<file path="config.mk">
export PLATFORM = sky130hd
export DESIGN_NAME = serial_bypass_port
export DESIGN_NICKNAME = d
export VERILOG_FILES = /design/src/rtl/sbp_pkg.sv /design/src/rtl/sbp_bit_timer.sv /design/src/rtl/sbp_sync_seq.sv /design/src/rtl/sbp_mode_fsm.sv /design/src/rtl/serial_bypass_port.sv
export SDC_FILE = /design/constraint.sdc
export NUM_CORES = 1
export LEC_CHECK = 0
export BUFFER_PORTS_ARGS = -buffer_cell sky130_fd_sc_hd__buf_2
export CORE_ASPECT_RATIO = 0.9
export CORE_UTILIZATION = 56
export CTS_CLUSTER_SIZE = 12
export DETAILED_ROUTE_END_ITERATION = 10
export PLACE_DENSITY = 0.78
export SLEW_MARGIN = 40
export SYNTH_ARGS = -nofsm -noshare
export SYNTH_HDL_FRONTEND = slang
export SYNTH_SLANG_ARGS = --single-unit
export TNS_END_PERCENT = 20
</file>
<file path="constraint.sdc">
create_clock -name clk -period 3 [get_ports clk]
set_clock_uncertainty 0.1 [all_clocks]
set_input_delay 0 -clock clk [delete_from_list [all_inputs] [get_ports clk]]
set_output_delay 0 -clock clk [all_outputs]
set_load 0.005 [all_outputs]
</file>
<file path="src/rtl/sbp_pkg.sv">
package sbp_pkg;

  typedef enum logic [1:0] {
    MD_OFF,
    MD_TX,
    MD_RX
  } mode_e;

  typedef enum logic [2:0] {
    ST_IDLE,
    ST_TX_SYNC,
    ST_TX_DATA,
    ST_RX_WAIT,
    ST_RX_RUN
  } state_e;

  // System clocks per half period of the data clock.
  function automatic int unsigned half_cycles(input int unsigned clk_hz,
                                              input int unsigned bit_hz);
    return clk_hz / (2 * bit_hz);
  endfunction

  // Transmit bit takes priority over receive bit.
  function automatic mode_e decode_mode(input logic tx_sel, input logic rx_sel);
    if (tx_sel) return MD_TX;
    if (rx_sel) return MD_RX;
    return MD_OFF;
  endfunction

  // Header bit at position idx: zeros first, then the delimiter LSB first.
  function automatic logic sync_bit(input int unsigned idx,
                                    input int unsigned pre_bits,
                                    input logic [31:0] pattern);
    logic [31:0] shifted;
    if (idx < pre_bits) return 1'b0;
    shifted = pattern >> (idx - pre_bits);
    return shifted[0];
  endfunction

  function automatic logic is_clocking(input state_e st);
    return (st == ST_TX_DATA) || (st == ST_RX_RUN);
  endfunction

  function automatic logic timer_active(input state_e st);
    return (st == ST_TX_SYNC) || (st == ST_TX_DATA) || (st == ST_RX_RUN);
  endfunction

endpackage

</file>
<file path="src/rtl/sbp_bit_timer.sv">
module sbp_bit_timer #(
  parameter int unsigned HALF = 100
) (
  input  logic clk,
  input  logic rst_n,
  input  logic run,
  output logic ev_rise,
  output logic ev_wrap,
  output logic phase_high
);
  localparam int unsigned PERIOD = 2 * HALF;
  localparam int unsigned CW     = $clog2(PERIOD);

  logic [CW-1:0] cnt_q;

  assign ev_rise    = run && (cnt_q == CW'(HALF - 1));
  assign ev_wrap    = run && (cnt_q == CW'(PERIOD - 1));
  assign phase_high = run && (cnt_q >= CW'(HALF));

  always_ff @(posedge clk or negedge rst_n) begin
    if (!rst_n)       cnt_q <= '0;
    else if (!run)    cnt_q <= '0;
    else if (ev_wrap) cnt_q <= '0;
    else              cnt_q <= cnt_q + 1'b1;
  end
endmodule

</file>
<file path="src/rtl/sbp_sync_seq.sv">
module sbp_sync_seq #(
  parameter int unsigned PRE_BITS    = 32,
  parameter int unsigned SFD_BITS    = 8,
  parameter logic [31:0] SFD_PATTERN = 32'h0000_00A7
) (
  input  logic clk,
  input  logic rst_n,
  input  logic active,
  input  logic adv,
  output logic bit_o,
  output logic done_o
);
  localparam int unsigned TOTAL = PRE_BITS + SFD_BITS;
  localparam int unsigned IW    = $clog2(TOTAL + 1);

  logic [IW-1:0] idx_q;
  logic          done_q;

  assign bit_o  = sbp_pkg::sync_bit(32'(idx_q), PRE_BITS, SFD_PATTERN);
  assign done_o = done_q;

  always_ff @(posedge clk or negedge rst_n) begin
    if (!rst_n) begin
      idx_q  <= '0;
      done_q <= 1'b0;
    end else if (!active) begin
      idx_q  <= '0;
      done_q <= 1'b0;
    end else if (adv && !done_q) begin
      if (idx_q == IW'(TOTAL - 1)) done_q <= 1'b1;
      else                         idx_q  <= idx_q + 1'b1;
    end
  end
endmodule

</file>
<file path="src/rtl/sbp_mode_fsm.sv">
module sbp_mode_fsm
  import sbp_pkg::*;
(
  input  logic   clk,
  input  logic   rst_n,
  input  mode_e  mode,
  input  logic   tx_on,
  input  logic   sfd_detect,
  input  logic   frame_end,
  input  logic   ev_wrap,
  input  logic   sync_done,
  output state_e state_q,
  output state_e state_d
);
  always_comb begin
    state_d = state_q;
    unique case (state_q)
      ST_IDLE: begin
        if (mode == MD_TX && tx_on) state_d = ST_TX_SYNC;
        else if (mode == MD_RX)     state_d = ST_RX_WAIT;
      end
      ST_TX_SYNC: begin
        if (mode != MD_TX || !tx_on)  state_d = ST_IDLE;
        else if (ev_wrap && sync_done) state_d = ST_TX_DATA;
      end
      ST_TX_DATA: begin
        if (mode != MD_TX || !tx_on) state_d = ST_IDLE;
      end
      ST_RX_WAIT: begin
        if (mode != MD_RX)   state_d = ST_IDLE;
        else if (sfd_detect) state_d = ST_RX_RUN;
      end
      ST_RX_RUN: begin
        if (mode != MD_RX)  state_d = ST_IDLE;
        else if (frame_end) state_d = ST_RX_WAIT;
      end
      default: state_d = ST_IDLE;
    endcase
  end

  always_ff @(posedge clk or negedge rst_n) begin
    if (!rst_n) state_q <= ST_IDLE;
    else        state_q <= state_d;
  end
endmodule

</file>
<file path="src/rtl/serial_bypass_port.sv">
module serial_bypass_port
  import sbp_pkg::*;
#(
  parameter int unsigned CLK_HZ      = 50_000_000,
  parameter int unsigned BIT_HZ      = 250_000,
  parameter int unsigned PRE_BITS    = 32,
  parameter int unsigned SFD_BITS    = 8,
  parameter logic [31:0] SFD_PATTERN = 32'h0000_00A7
) (
  input  logic clk,
  input  logic rst_n,
  input  logic cfg_tx_serial,
  input  logic cfg_rx_serial,
  input  logic tx_on,
  input  logic sfd_detect,
  input  logic frame_end,
  input  logic demod_bit,
  input  logic sfd_ind_i,
  input  logic cca_i,
  input  logic dat_in,
  output logic dat_out,
  output logic dat_oe,
  output logic dclk,
  output logic tx_bit,
  output logic tx_stb,
  output logic sfd_ind_o,
  output logic cca_o
);
  localparam int unsigned HALF_CYC = half_cycles(CLK_HZ, BIT_HZ);

  mode_e  cur_mode;
  state_e fsm_state;
  state_e fsm_next;
  logic   ev_rise, ev_wrap, phase_high;
  logic   sync_val, sync_done;
  logic   state_hold;
  logic   take_sample;
  logic   rx_start;
  logic   rx_shift;
  logic   tx_q, stb_q, rx_q;

  assign cur_mode   = decode_mode(cfg_tx_serial, cfg_rx_serial);
  assign state_hold = (fsm_next == fsm_state);

  sbp_mode_fsm u_fsm (
    .clk        (clk),
    .rst_n      (rst_n),
    .mode       (cur_mode),
    .tx_on      (tx_on),
    .sfd_detect (sfd_detect),
    .frame_end  (frame_end),
    .ev_wrap    (ev_wrap),
    .sync_done  (sync_done),
    .state_q    (fsm_state),
    .state_d    (fsm_next)
  );

  sbp_bit_timer #(.HALF(HALF_CYC)) u_timer (
    .clk        (clk),
    .rst_n      (rst_n),
    .run        (timer_active(fsm_state)),
    .ev_rise    (ev_rise),
    .ev_wrap    (ev_wrap),
    .phase_high (phase_high)
  );

  sbp_sync_seq #(
    .PRE_BITS    (PRE_BITS),
    .SFD_BITS    (SFD_BITS),
    .SFD_PATTERN (SFD_PATTERN)
  ) u_sync (
    .clk    (clk),
    .rst_n  (rst_n),
    .active (fsm_state == ST_TX_SYNC),
    .adv    (ev_rise),
    .bit_o  (sync_val),
    .done_o (sync_done)
  );

  // Named events for the checker and for readability.
  assign take_sample = ev_rise && state_hold &&
                       (fsm_state == ST_TX_SYNC || fsm_state == ST_TX_DATA);
  assign rx_start    = (fsm_state == ST_RX_WAIT) && (fsm_next == ST_RX_RUN);
  assign rx_shift    = (fsm_state == ST_RX_RUN) && state_hold && ev_wrap;

  always_ff @(posedge clk or negedge rst_n) begin
    if (!rst_n) begin
      tx_q  <= 1'b0;
      stb_q <= 1'b0;
    end else begin
      stb_q <= take_sample;
      if (take_sample)
        tx_q <= (fsm_state == ST_TX_SYNC) ? sync_val : dat_in;
    end
  end

  always_ff @(posedge clk or negedge rst_n) begin
    if (!rst_n)                      rx_q <= 1'b0;
    else if (rx_start || rx_shift)   rx_q <= demod_bit;
    else if (fsm_next != ST_RX_RUN)  rx_q <= 1'b0;
  end

  assign dclk      = is_clocking(fsm_state) && phase_high;
  assign tx_bit    = tx_q;
  assign tx_stb    = stb_q;
  assign dat_out   = rx_q;
  assign dat_oe    = (cur_mode == MD_RX);
  assign sfd_ind_o = sfd_ind_i;
  assign cca_o     = cca_i;
endmodule

</file>
==> results of run 1 <==
==> worst reg2reg max path: stages, from the launching register on <==
cell           delay (ps)
dfrtp_1               590
nor3b_1               410
nand3_1               120
dlygate4sd3_1         580
o211ai_1              310
nor3b_1               340
o221ai_2              130
==> power by group <==
group | switching (uW) | total (uW) | internal [uW]
combinational | 75.0 | 131 | 56.0
sequential | 35.2 | 339 | 304
clock | 80.2 | 132 | 51.8
==> repair_timing <==
item | in CTS | in global routing
endpoints found under the hold margin | 26 | 0
hold buffers | 9 | 0
endpoints found under the setup margin | 0 | 0
==> stage by stage <==
stage | total power, uW | instance area [sq um] | cells | worst slack (ps) | utilization, %
after detailed placement | 465.3 | 1343 | 171 | 733.9 | 62.09
after global placement | 457.9 | 1343 | 171 | 789.0 | 62.09
after global routing | 643.8 | 1459 | 184 | 155.1 | 67.48
after floorplan | 431.9 | 1277 | 137 | 839.8 | -
after CTS | 604.9 | 1459 | 184 | 393.2 | 67.48
final | 602.1 | 1459 | 184 | 301.5 | 67.48
==> final timing paths <==
kind | to | slack [ps]
setup / recovery | tx_bit | 300
hold / removal | dat_out | 80
setup reg to reg | tx_bit | 300
hold reg to reg | u_timer.cnt_q[0] | 420
max in group asynchronous | u_sync.idx_q[1] | 2390
min in group clk | u_fsm.state_q[1] | 90
==> sequential cells by signal, summed over array words and instances (netlist names) <==
register,flops
dat_out,1
tx_bit,1
u_fsm.state_q,3
u_timer.cnt_q,8
tx_stb,1
u_sync.done_o,1
u_sync.idx_q,6
==> cells in the final DEF, fill, tap and decap left out, types with 3 or more instances in the layout <==
| cell | instances |
|---|---|
| and3_1 | 3 |
| buf_2 | 13 |
| clkbuf_4 | 3 |
| dfrtp_1 | 21 |
| dlygate4sd3_1 | 9 |
| ha_1 | 3 |
| inv_1 | 5 |
| nand2_1 | 8 |
| nand2b_1 | 3 |
| nand3_1 | 8 |
| nand3b_1 | 3 |
| nor2_1 | 22 |
| nor3b_1 | 5 |
| o211ai_1 | 4 |
| o21ai_0 | 5 |
| or3_1 | 3 |
| xnor2_1 | 4 |
| xor2_1 | 8 |
==> cells by family after synthesis <==
| kind of cell | Yosys count | share of synthesized area (%) |
|---|---|---|
| xor+xnor | 12 | 8.227 |
| fa+ha+maj | 3 | 2.939 |
| mux | 1 | 0.8814 |
| buf+inv | 11 | 4.113 |
| flops | 21 | 41.14 |
| simple gates | 67 | 28.41 |
| compound gates | 22 | 14.30 |
==> area by class of cell <==
| type | instances | area [sq um] |
|---|---|---|
| Inverter | 5 | 18.77 |
| Fill cell | 163 | 703.2 |
| Clock buffer | 4 | 26.28 |
| Tap cell | 27 | 33.78 |
| Sequential cell | 21 | 525.5 |
| Multi-Input combinational cell | 105 | 699.4 |
| Timing Repair Buffer | 22 | 155.1 |
==> routing by layer <==
layer / wire length (um) / part of all wire (%)
met3: 112 / 4.3
met5: 0 / 0
met1: 1162 / 45
met2: 1313 / 51
met4: 5 / 0.19
==> key figures, run 1 <==
Global routing
  – Met2 Use GR: 41.01%
  – GR peak layer: met2
  – Largest net degree at the start of global routing: 22
  – Global route overflow: 0
  – Gr usage total: 23.37%
  – Initial antenna violation count: 0
  – Vias in the first global route: 994
  – GRT met1 Usage: 27.82%
  – First-pass GRT wire length: 4146 um
  – Met3 Usage GRT: 6.796%

Clocking
  – CTS buffer count: 3
  – Clock Root Buffer: clkbuf_4
  – CTS tree: built
  – CTS H-Tree Depth: 1
  – Setup Buffers After CTS: 0
  – Clock Path Buffers: 2
  – Clock transition at the registers of the reported paths: 110 ps
  – Worst-skew pair later-pin latency: 300 ps
  – CTS resizes: 0
  – Clk sinks: 21

Synthesis
  – Leading post-synthesis cells by cell area: dfrtp_1, nor2_1, xor2_1, nand3_1, ha_1
  – Syn Nets: 151
  – Share of Yosys cell area claimed by the top area cell type: 41.14%
  – Synth unique cells: 38
  – Cells after Synth: 137
  – EDFF count, synth: 0
  – Seq/Total Area, Yosys: 41.14%
  – Synth warn: 0
  – Post-synthesis async set-or-reset flop share: 100.0%
  – Mapped Avg Cell Area: 9.325 sq um
  – Count leader, synth: nor2_1
  – #FFs+latches synth: 21
  – Commonest register cell after synthesis: dfrtp_1
  – Mapped Area: 1277 sq um
  – Synth top cells by count: nor2_1, dfrtp_1, nand2_1, nand3_1, xor2_1
  – Leading area contributor after synthesis: dfrtp_1

Layout
  – Fraction of layout cells with a size suffix above 1: 14.65%
  – Post-layout nets: 172
  – N_diodes: 0
  – Area grow syn2layout: 14.20%

Timing
  – Peak Freq: 370.6 MHz
  – Total negative slack: 0 ps
  – Fin crit share: 89.95%
  – Final Hold Viols: 0
  – Hold_ws: 81.98 ps
  – Period minus WS final: 2698 ps
  – Slew Limit Fails: 0
  – Setup violators final: 0
  – Normalized max-slew margin: 57.71%
  – Tightest Pin Transition: 631.5 ps
  – RSZ-0062 raised after global routing: false

Power
  – Static Leak: 0.0006208 uW
  – Worst vdd ir: 328.7 uV
  – Power Density: 412.7 nW/um^2

Setup path
  – Worst Path Max Fanout: 14
  – Crit path from: u_fsm.state_q[0]
  – Setup crit end kind: flop
  – Delay-heaviest family, CP: simple AND/OR/NAND/NOR gates
  – WP buf/inv: 1
  – Worst reg2reg path depth: 6
  – Kind of critical path: flop to flop
  – Startpoint Class: flop
  – Number of cells on the critical path: 6
  – Req. time, crit path: 3090 ps
  – Crit-path most repeated cell: nor3b_1
  – Crit-path cells: nor3b_1, nand3_1, dlygate4sd3_1, o211ai_1, nor3b_1, o221ai_2
  – Reg2reg start: u_fsm.state_q[0]
  – Crit path largest cell delay: 590 ps
  – Arrival time worst endpoint: 2790 ps
  – Critical Path Slowest Stage Cell: dfrtp_1

Floorplan
  – Initial core utilization: 59.09%
  – Site Rows: 16
  – Core footprint: 2162 sq um
  – Die Wd: 52.35 um
  – DIE AREA: 2476 sq um
  – Ports: 18
  – Die Height: 47.31 um

Flow run
  – Max cap viols: 0

Drt
  – TritonRoute pass-1 iters: 4
  – Residual DRC: 0
  – Final ANT Viol Nets: 0
  – Detail-routed via count per cell: 5.821
  – Total Routed Length: 2594 um
  – Iteration-0 DRC Markers: 22
  – Via count: 1,071
  – Routed len/inst: 14.10 um

Placement
  – GPL Wtd Cong: 0.8430
  – # port buffers: 13
  – Hpwl dp: 1867 um

Status
  – Outcome: complete, no violations

Worst hold path
  – Hold Crit Class: input port to async pin
Power figures use the tool's default switching activity.
==> run 2, diff against run 1 <==
--- a/config.mk
+++ b/config.mk
@@ -10,7 +10,7 @@
 export CORE_UTILIZATION = 56
 export CTS_CLUSTER_SIZE = 12
 export DETAILED_ROUTE_END_ITERATION = 10
-export PLACE_DENSITY = 0.78
+export PLACE_DENSITY = 0.85
 export SLEW_MARGIN = 40
 export SYNTH_ARGS = -nofsm -noshare
 export SYNTH_HDL_FRONTEND = slang
==> constraint.sdc (replaced) <==
create_clock -name clk -period 3 [get_ports clk]
set_clock_uncertainty 0.1 [all_clocks]
set_input_delay 0 -clock clk [delete_from_list [all_inputs] [get_ports clk]]
set_output_delay 0 -clock clk [all_outputs]
set_load 0.05 [all_outputs]
==> key figures, run 2 (synthesis results as in run 1) <==
Setup path
  – WP buf/inv: 2 (was 1)
  – Arrival time worst endpoint: 3070 ps (was 2790 ps)
  – Kind of critical path: flop to flop (unchanged)
  – Critical Path Slowest Stage Cell: dlygate4sd3_1 (was dfrtp_1)
  – Worst Path Max Fanout: 7 (was 14)
  – Crit-path cells: or3b_2, or2_2, o21ai_0, a32oi_1, dlygate4sd3_1, nor2_1, dlygate4sd3_1 (was nor3b_1, nand3_1, dlygate4sd3_1, o211ai_1, nor3b_1, o221ai_2)
  – Req. time, crit path: 3150 ps (was 3090 ps)
  – Crit path largest cell delay: 590 ps (about the same)
  – Crit-path most repeated cell: dlygate4sd3_1 (was nor3b_1)
  – Setup crit end kind: flop (unchanged)
  – Delay-heaviest family, CP: buffers and inverters (was simple AND/OR/NAND/NOR gates)
  – Startpoint Class: flop (unchanged)

Layout
  – Largest reg by FF count: u_timer.cnt_q (unchanged)
  – N_diodes: 0 (unchanged)
  – Fraction of layout cells with a size suffix above 1: 18.52% (was 14.65%)
  – Commonest non-fill, non-tap cell in the layout: nor2_1 (unchanged)
  – Max reg flops: 8 (unchanged)
  – Most frequent cells in the layout: nor2_1, dfrtp_1, buf_2 (unchanged)
  – Area grow syn2layout: 17.63% (was 14.20%)
  – Filler Cell Count: 175 (was 163)
  – Post-layout nets: 177 (was 172)
  – Largest registers: u_timer.cnt_q (8), u_sync.idx_q (6), u_fsm.state_q (3) (unchanged)

Timing
  – Slew Limit Fails: 0 (unchanged)
  – Fin crit share: 97.45% (was 89.95%)
  – Peak Freq: 342.1 MHz (was 370.6 MHz)
  – Hold_ws: 54.13 ps (was 81.98 ps)
  – Normalized max-slew margin: 56.07% (was 57.71%)
  – Final Hold Viols: 0 (unchanged)
  – Setup violators final: 0 (unchanged)
  – RSZ-0062 raised after global routing: false (unchanged)
  – Tightest Pin Transition: 656.0 ps (was 631.5 ps)
  – Period minus WS final: 2923 ps (was 2698 ps)
  – Total negative slack: 0 ps (unchanged)

Worst hold path
  – Hold Crit Class: input port to flop (was input port to async pin)

Floorplan
  – Ports: 18 (unchanged)
  – Core footprint: 2162 sq um (unchanged)
  – Die Height: 47.31 um (unchanged)
  – Die Wd: 52.35 um (unchanged)
  – Site Rows: 16 (unchanged)
  – Initial core utilization: 59.09% (unchanged)
  – DIE AREA: 2476 sq um (unchanged)

Global routing
  – Initial antenna violation count: 0 (unchanged)
  – Gr usage total: 25.30% (was 23.37%)
  – Vias in the first global route: 1,033 (was 994)
  – Global route overflow: 0 (unchanged)
  – First-pass GRT wire length: 4450 um (was 4146 um)
  – Largest net degree at the start of global routing: 22 (unchanged)

Drt
  – Routed len/inst: 15.29 um (was 14.10 um)
  – TritonRoute pass-1 iters: 4 (unchanged)
  – Total Routed Length: 2890 um (was 2594 um)
  – Residual DRC: 0 (unchanged)
  – Via count: 1,120 (was 1,071)
  – Iteration-0 DRC Markers: 55 (was 22)
  – Final ANT Viol Nets: 0 (unchanged)
  – Detail-routed via count per cell: 5.926 (was 5.821)

Clocking
  – Worst-skew pair later-pin latency: 310 ps (was 300 ps)
  – Clock transition at the registers of the reported paths: 110 ps (about the same)
  – Clock Root Buffer: clkbuf_4 (unchanged)
  – Clock Path Buffers: 2 (unchanged)
  – Clk sinks: 21 (unchanged)
  – CTS H-Tree Depth: 1 (unchanged)
  – CTS buffer count: 3 (unchanged)
  – CTS tree: built (unchanged)

Power
  – Static Leak: 0.0006387 uW (was 0.0006208 uW)
  – Power Density: 421.6 nW/um^2 (was 412.7 nW/um^2)
  – Pwr Total: 633.6 uW (was 602.1 uW)
  – Worst vdd ir: 383.8 uV (was 328.7 uV)

Placement
  – # port buffers: 13 (unchanged)
  – Hpwl dp: 1823 um (was 1867 um)
  – GPL Wtd Cong: 0.8003 (was 0.8430)

Status
  – Outcome: complete, no violations (unchanged)

Flow run
  – Max cap viols: 0 (unchanged)
[run 2: cell count changes in the layout (fill, tap and decap cells not counted)]
cell,delta
buf_4,+4
dfrtp_1,-3
dfrtp_2,+3
dlygate4sd3_1,+1
[run 2: final timing paths]
check	from	to	slack, ps	cells after the start
max	u_fsm.state_q[1]	dat_out	80	7
min	sfd_detect	u_fsm.state_q[1]	50	3
max reg2reg	u_fsm.state_q[1]	dat_out	80	7
min reg2reg	u_timer.cnt_q[0]	u_timer.cnt_q[0]	430	1
max in group asynchronous	rst_n	u_fsm.state_q[1]	2390	2
min in group asynchronous	rst_n	u_sync.idx_q[2]	60	2
[run 2: area by class of cell]
type | count | area (sq um) | share of cell area [%]
Clock buffer | 4 | 26.28 | 1.749
Timing Repair Buffer | 27 | 195.2 | 12.99
Inverter | 5 | 18.77 | 1.249
Sequential cell | 21 | 529.3 | 35.22
Tap cell | 27 | 33.78 | 2.248
Multi-Input combinational cell | 105 | 699.4 | 46.54
[run 2: metrics by stage]
| stage | instances | setup slack, ps | area, sq um | utilization (%) |
|---|---|---|---|---|
| 2_1_floorplan | 137 | 839.8 | 1277 | - |
| 3_3_place_gp | 171 | 793.8 | 1343 | 62.09 |
| 3_5_place_dp | 171 | 710.5 | 1343 | 62.09 |
| 4_1_cts | 185 | 45.27 | 1469 | 67.94 |
| 5_1_grt | 189 | 6.322 | 1503 | 69.50 |
| 6_report | 189 | 76.62 | 1503 | 69.50 |
[run 2: repair_timing]
action,in CTS,in global routing
endpoints found under the setup margin,0,1
resized for setup,0,3
buffers inserted,0,4
hold buffers,10,0
hold endpoints to repair,26,0
[run 2: per-layer routing]
layer	part of all wire [%]	vias to the layer above	GRT usage, %	routed length (um)
li1	-	535	-	-
met1	42	538	29.58	1224
met2	50	39	43.80	1453
met3	5.1	8	5.825	148
met4	2.2	0	13.68	63
met5	0	-	0	0
[run 2: where the power goes]
part	internal, uW	total [uW]	leakage (uW)	switching, uW
logic	66.0	158	0.000345	92.3
clock network	52.0	139	0.0000150	86.9
registers	305	336	0.000279	31.4
total	423	634	0.000639	211
[run 2: worst register-to-register path: cells and delay by family, from the launching register on]
kind            cells  cell delay, ps
flops               1             460
compound gates      2             210
simple gates        3             940
buf+inv             2            1160
==> run 3, diff against run 2 <==
--- a/config.mk
+++ b/config.mk
@@ -7,10 +7,10 @@
 export LEC_CHECK = 0
 export BUFFER_PORTS_ARGS = -buffer_cell sky130_fd_sc_hd__buf_2
 export CORE_ASPECT_RATIO = 0.9
-export CORE_UTILIZATION = 56
+export CORE_UTILIZATION = 50
 export CTS_CLUSTER_SIZE = 12
 export DETAILED_ROUTE_END_ITERATION = 10
-export PLACE_DENSITY = 0.85
+export PLACE_DENSITY = 0.81
 export SLEW_MARGIN = 40
 export SYNTH_ARGS = -nofsm -noshare
 export SYNTH_HDL_FRONTEND = slang
==> constraint.sdc (replaced) <==
create_clock -name clk -period 2.5 [get_ports clk]
set_clock_uncertainty 0.1 [all_clocks]
set_input_delay 0 -clock clk [delete_from_list [all_inputs] [get_ports clk]]
set_output_delay 0 -clock clk [all_outputs]
set_load 0.05 [all_outputs]
==> key figures, run 3 (synthesis results as in run 1) <==
Setup path
  – Arrival time worst endpoint: 2510 ps (was 3070 ps)
  – Setup crit end kind: flop (unchanged)
  – WP buf/inv: 1 (was 2)
  – Delay-heaviest family, CP: simple AND/OR/NAND/NOR gates (was buffers and inverters)
  – Req. time, crit path: 2640 ps (was 3150 ps)
  – Crit path largest cell delay: 560 ps (was 590 ps)
  – Startpoint Class: flop (unchanged)
  – Crit-path cells: or3b_2, or2_2, o21ai_0, a32oi_1, nor2_1, dlygate4sd3_1 (was or3b_2, or2_2, o21ai_0, a32oi_1, dlygate4sd3_1, nor2_1, dlygate4sd3_1)
  – Kind of critical path: flop to flop (unchanged)
  – Critical Path Slowest Stage Cell: dlygate4sd3_1 (unchanged)
  – Worst Path Max Fanout: 14 (was 7)

Global routing
  – GR peak layer: met2 (unchanged)
  – GRT met1 Usage: 25.25% (was 29.58%)
  – Gr usage total: 21.07% (was 25.30%)
  – Vias in the first global route: 1,033 (unchanged)
  – Largest net degree at the start of global routing: 22 (unchanged)
  – First-pass GRT wire length: 4588 um (was 4450 um)
  – Met2 Use GR: 36.14% (was 43.80%)
  – Global route overflow: 0 (unchanged)
  – Met3 Usage GRT: 6.824% (was 5.825%)
  – Initial antenna violation count: 0 (unchanged)

Layout
  – Most frequent cells in the layout: nor2_1, dfrtp_1, buf_2 (unchanged)
  – Max reg flops: 8 (unchanged)
  – Largest reg by FF count: u_timer.cnt_q (unchanged)
  – Post-layout nets: 172 (was 177)
  – Filler Cell Count: 192 (was 175)
  – Area grow syn2layout: 14.50% (was 17.63%)
  – Final Non-Filler Cells: 184 (was 189)
  – Cell area after layout: 1463 sq um (was 1503 sq um)
  – N_diodes: 0 (unchanged)
  – Commonest non-fill, non-tap cell in the layout: nor2_1 (unchanged)
  – Fraction of layout cells with a size suffix above 1: 16.56% (was 18.52%)
  – Largest registers: u_timer.cnt_q (8), u_sync.idx_q (6), u_fsm.state_q (3) (unchanged)

Floorplan
  – Site Rows: 16 (unchanged)
  – Core footprint: 2302 sq um (was 2162 sq um)
  – Die Wd: 55.28 um (was 52.35 um)
  – Ports: 18 (unchanged)
  – Die Height: 49.95 um (was 47.31 um)
  – DIE AREA: 2761 sq um (was 2476 sq um)
  – Initial core utilization: 55.49% (was 59.09%)

Timing
  – Normalized max-slew margin: 54.29% (was 56.07%)
  – Peak Freq: 420.5 MHz (was 342.1 MHz)
  – Period minus WS final: 2378 ps (was 2923 ps)
  – Hold_ws: 58.02 ps (was 54.13 ps)
  – Slew Limit Fails: 0 (unchanged)
  – Final Hold Viols: 0 (unchanged)
  – Fin crit share: 95.13% (was 97.45%)
  – Setup violators final: 0 (unchanged)
  – RSZ-0062 raised after global routing: false (unchanged)
  – Tightest Pin Transition: 684.1 ps (was 656.0 ps)
  – Total negative slack: 0 ps (unchanged)

Clocking
  – Clock Root Buffer: clkbuf_4 (unchanged)
  – Worst-skew pair later-pin latency: 300 ps (was 310 ps)
  – Setup Buffers After CTS: 0 (unchanged)
  – CTS tree: built (unchanged)
  – Clk sinks: 21 (unchanged)
  – CTS buffer count: 3 (unchanged)
  – CTS H-Tree Depth: 1 (unchanged)
  – Clock Path Buffers: 2 (unchanged)
  – Clock transition at the registers of the reported paths: 120 ps (was 110 ps)

Power
  – Switching Power: 239.4 uW (was 210.7 uW)
  – Static Leak: 0.0006207 uW (was 0.0006387 uW)
  – Clock group share of total power: 21.7% (was 21.9%)
  – Comb pwr share: 22.3% (was 25.0%)
  – Worst vdd ir: 499.2 uV (was 383.8 uV)
  – Cell Int Power: 496.4 uW (was 422.9 uW)
  – Sequential Power Share: 56.0% (was 53.1%)
  – Power Density: 503.0 nW/um^2 (was 421.6 nW/um^2)
  – Sw Share: 32.53% (was 33.25%)

Flow run
  – Max cap viols: 0 (unchanged)

Placement
  – Placed instance count: 171 (unchanged)
  – Area post-placement: 1343 sq um (unchanged)
  – Hpwl dp: 1905 um (was 1823 um)
  – GPL Wtd Cong: 0.8482 (was 0.8003)
  – # port buffers: 13 (unchanged)

Drt
  – Iteration-0 DRC Markers: 54 (was 55)
  – Via count: 1,075 (was 1,120)
  – Detail-routed via count per cell: 5.842 (was 5.926)
  – Total Routed Length: 2711 um (was 2890 um)
  – Residual DRC: 0 (unchanged)
  – TritonRoute pass-1 iters: 4 (unchanged)
  – Final ANT Viol Nets: 0 (unchanged)
  – Routed len/inst: 14.73 um (was 15.29 um)

Worst hold path
  – Hold Crit Class: input port to async pin (was input port to flop)

Status
  – Outcome: complete, no violations (unchanged)
## run 3: cell count changes in the layout (fill, tap and decap cells not counted), sizes merged
cell,change
buf,-4
dlygate4sd3,-1
## run 3: layout make-up
cell class	instances	area, sq um	share of cell area [%]
inverters	5	18.77	1.283
repair buffers	22	155.1	10.61
clock buffers	4	26.28	1.796
flip-flops and latches	21	529.3	36.18
well taps	27	33.78	2.310
multi-input cells	105	699.4	47.82
## run 3: final timing paths
| check | depth (start not counted) | from | slack [ps] | endpoint |
|---|---|---|---|---|
| max | 6 | u_fsm.state_q[0] | 120 | dat_out |
| min | 2 | rst_n | 60 | u_sync.idx_q[2] |
| max reg2reg | 6 | u_fsm.state_q[0] | 120 | dat_out |
| min reg2reg | 1 | u_timer.cnt_q[0] | 430 | u_timer.cnt_q[0] |
| max in group asynchronous | 2 | rst_n | 1890 | u_fsm.state_q[2] |
| min in group clk | 5 | dat_in | 70 | tx_bit |
## run 3: stage by stage
stage	utilization (%)	total power, uW	setup WS [ps]
finish	63.53	735.8	121.7
global route	63.53	782.4	13.72
CTS	63.37	739.2	74.51
detailed placement	58.32	560.6	237.3
global placement	58.32	551.0	289.9
floorplan	-	527.6	339.8
## run 3: routing by layer
metal  wire length (um)  up-vias
li1                   -      527
met5                  0        -
met3                145       10
met1               1233      496
met2               1271       42
met4                 61        0
## run 3: what timing repair did
item | in CTS | in global routing
endpoints found under the hold margin | 26 | 0
hold buffers | 9 | 0
setup endpoints to repair | 0 | 1
resized for setup | 0 | 3
## run 3: power by group through the flow
stage	sequential, uW	clock (uW)	combinational (uW)
after detailed placement	415	0	145
final	412	160	164
after global placement	411	0	140
after floorplan	394	0	134
after CTS	410	167	162
after global routing	419	182	182
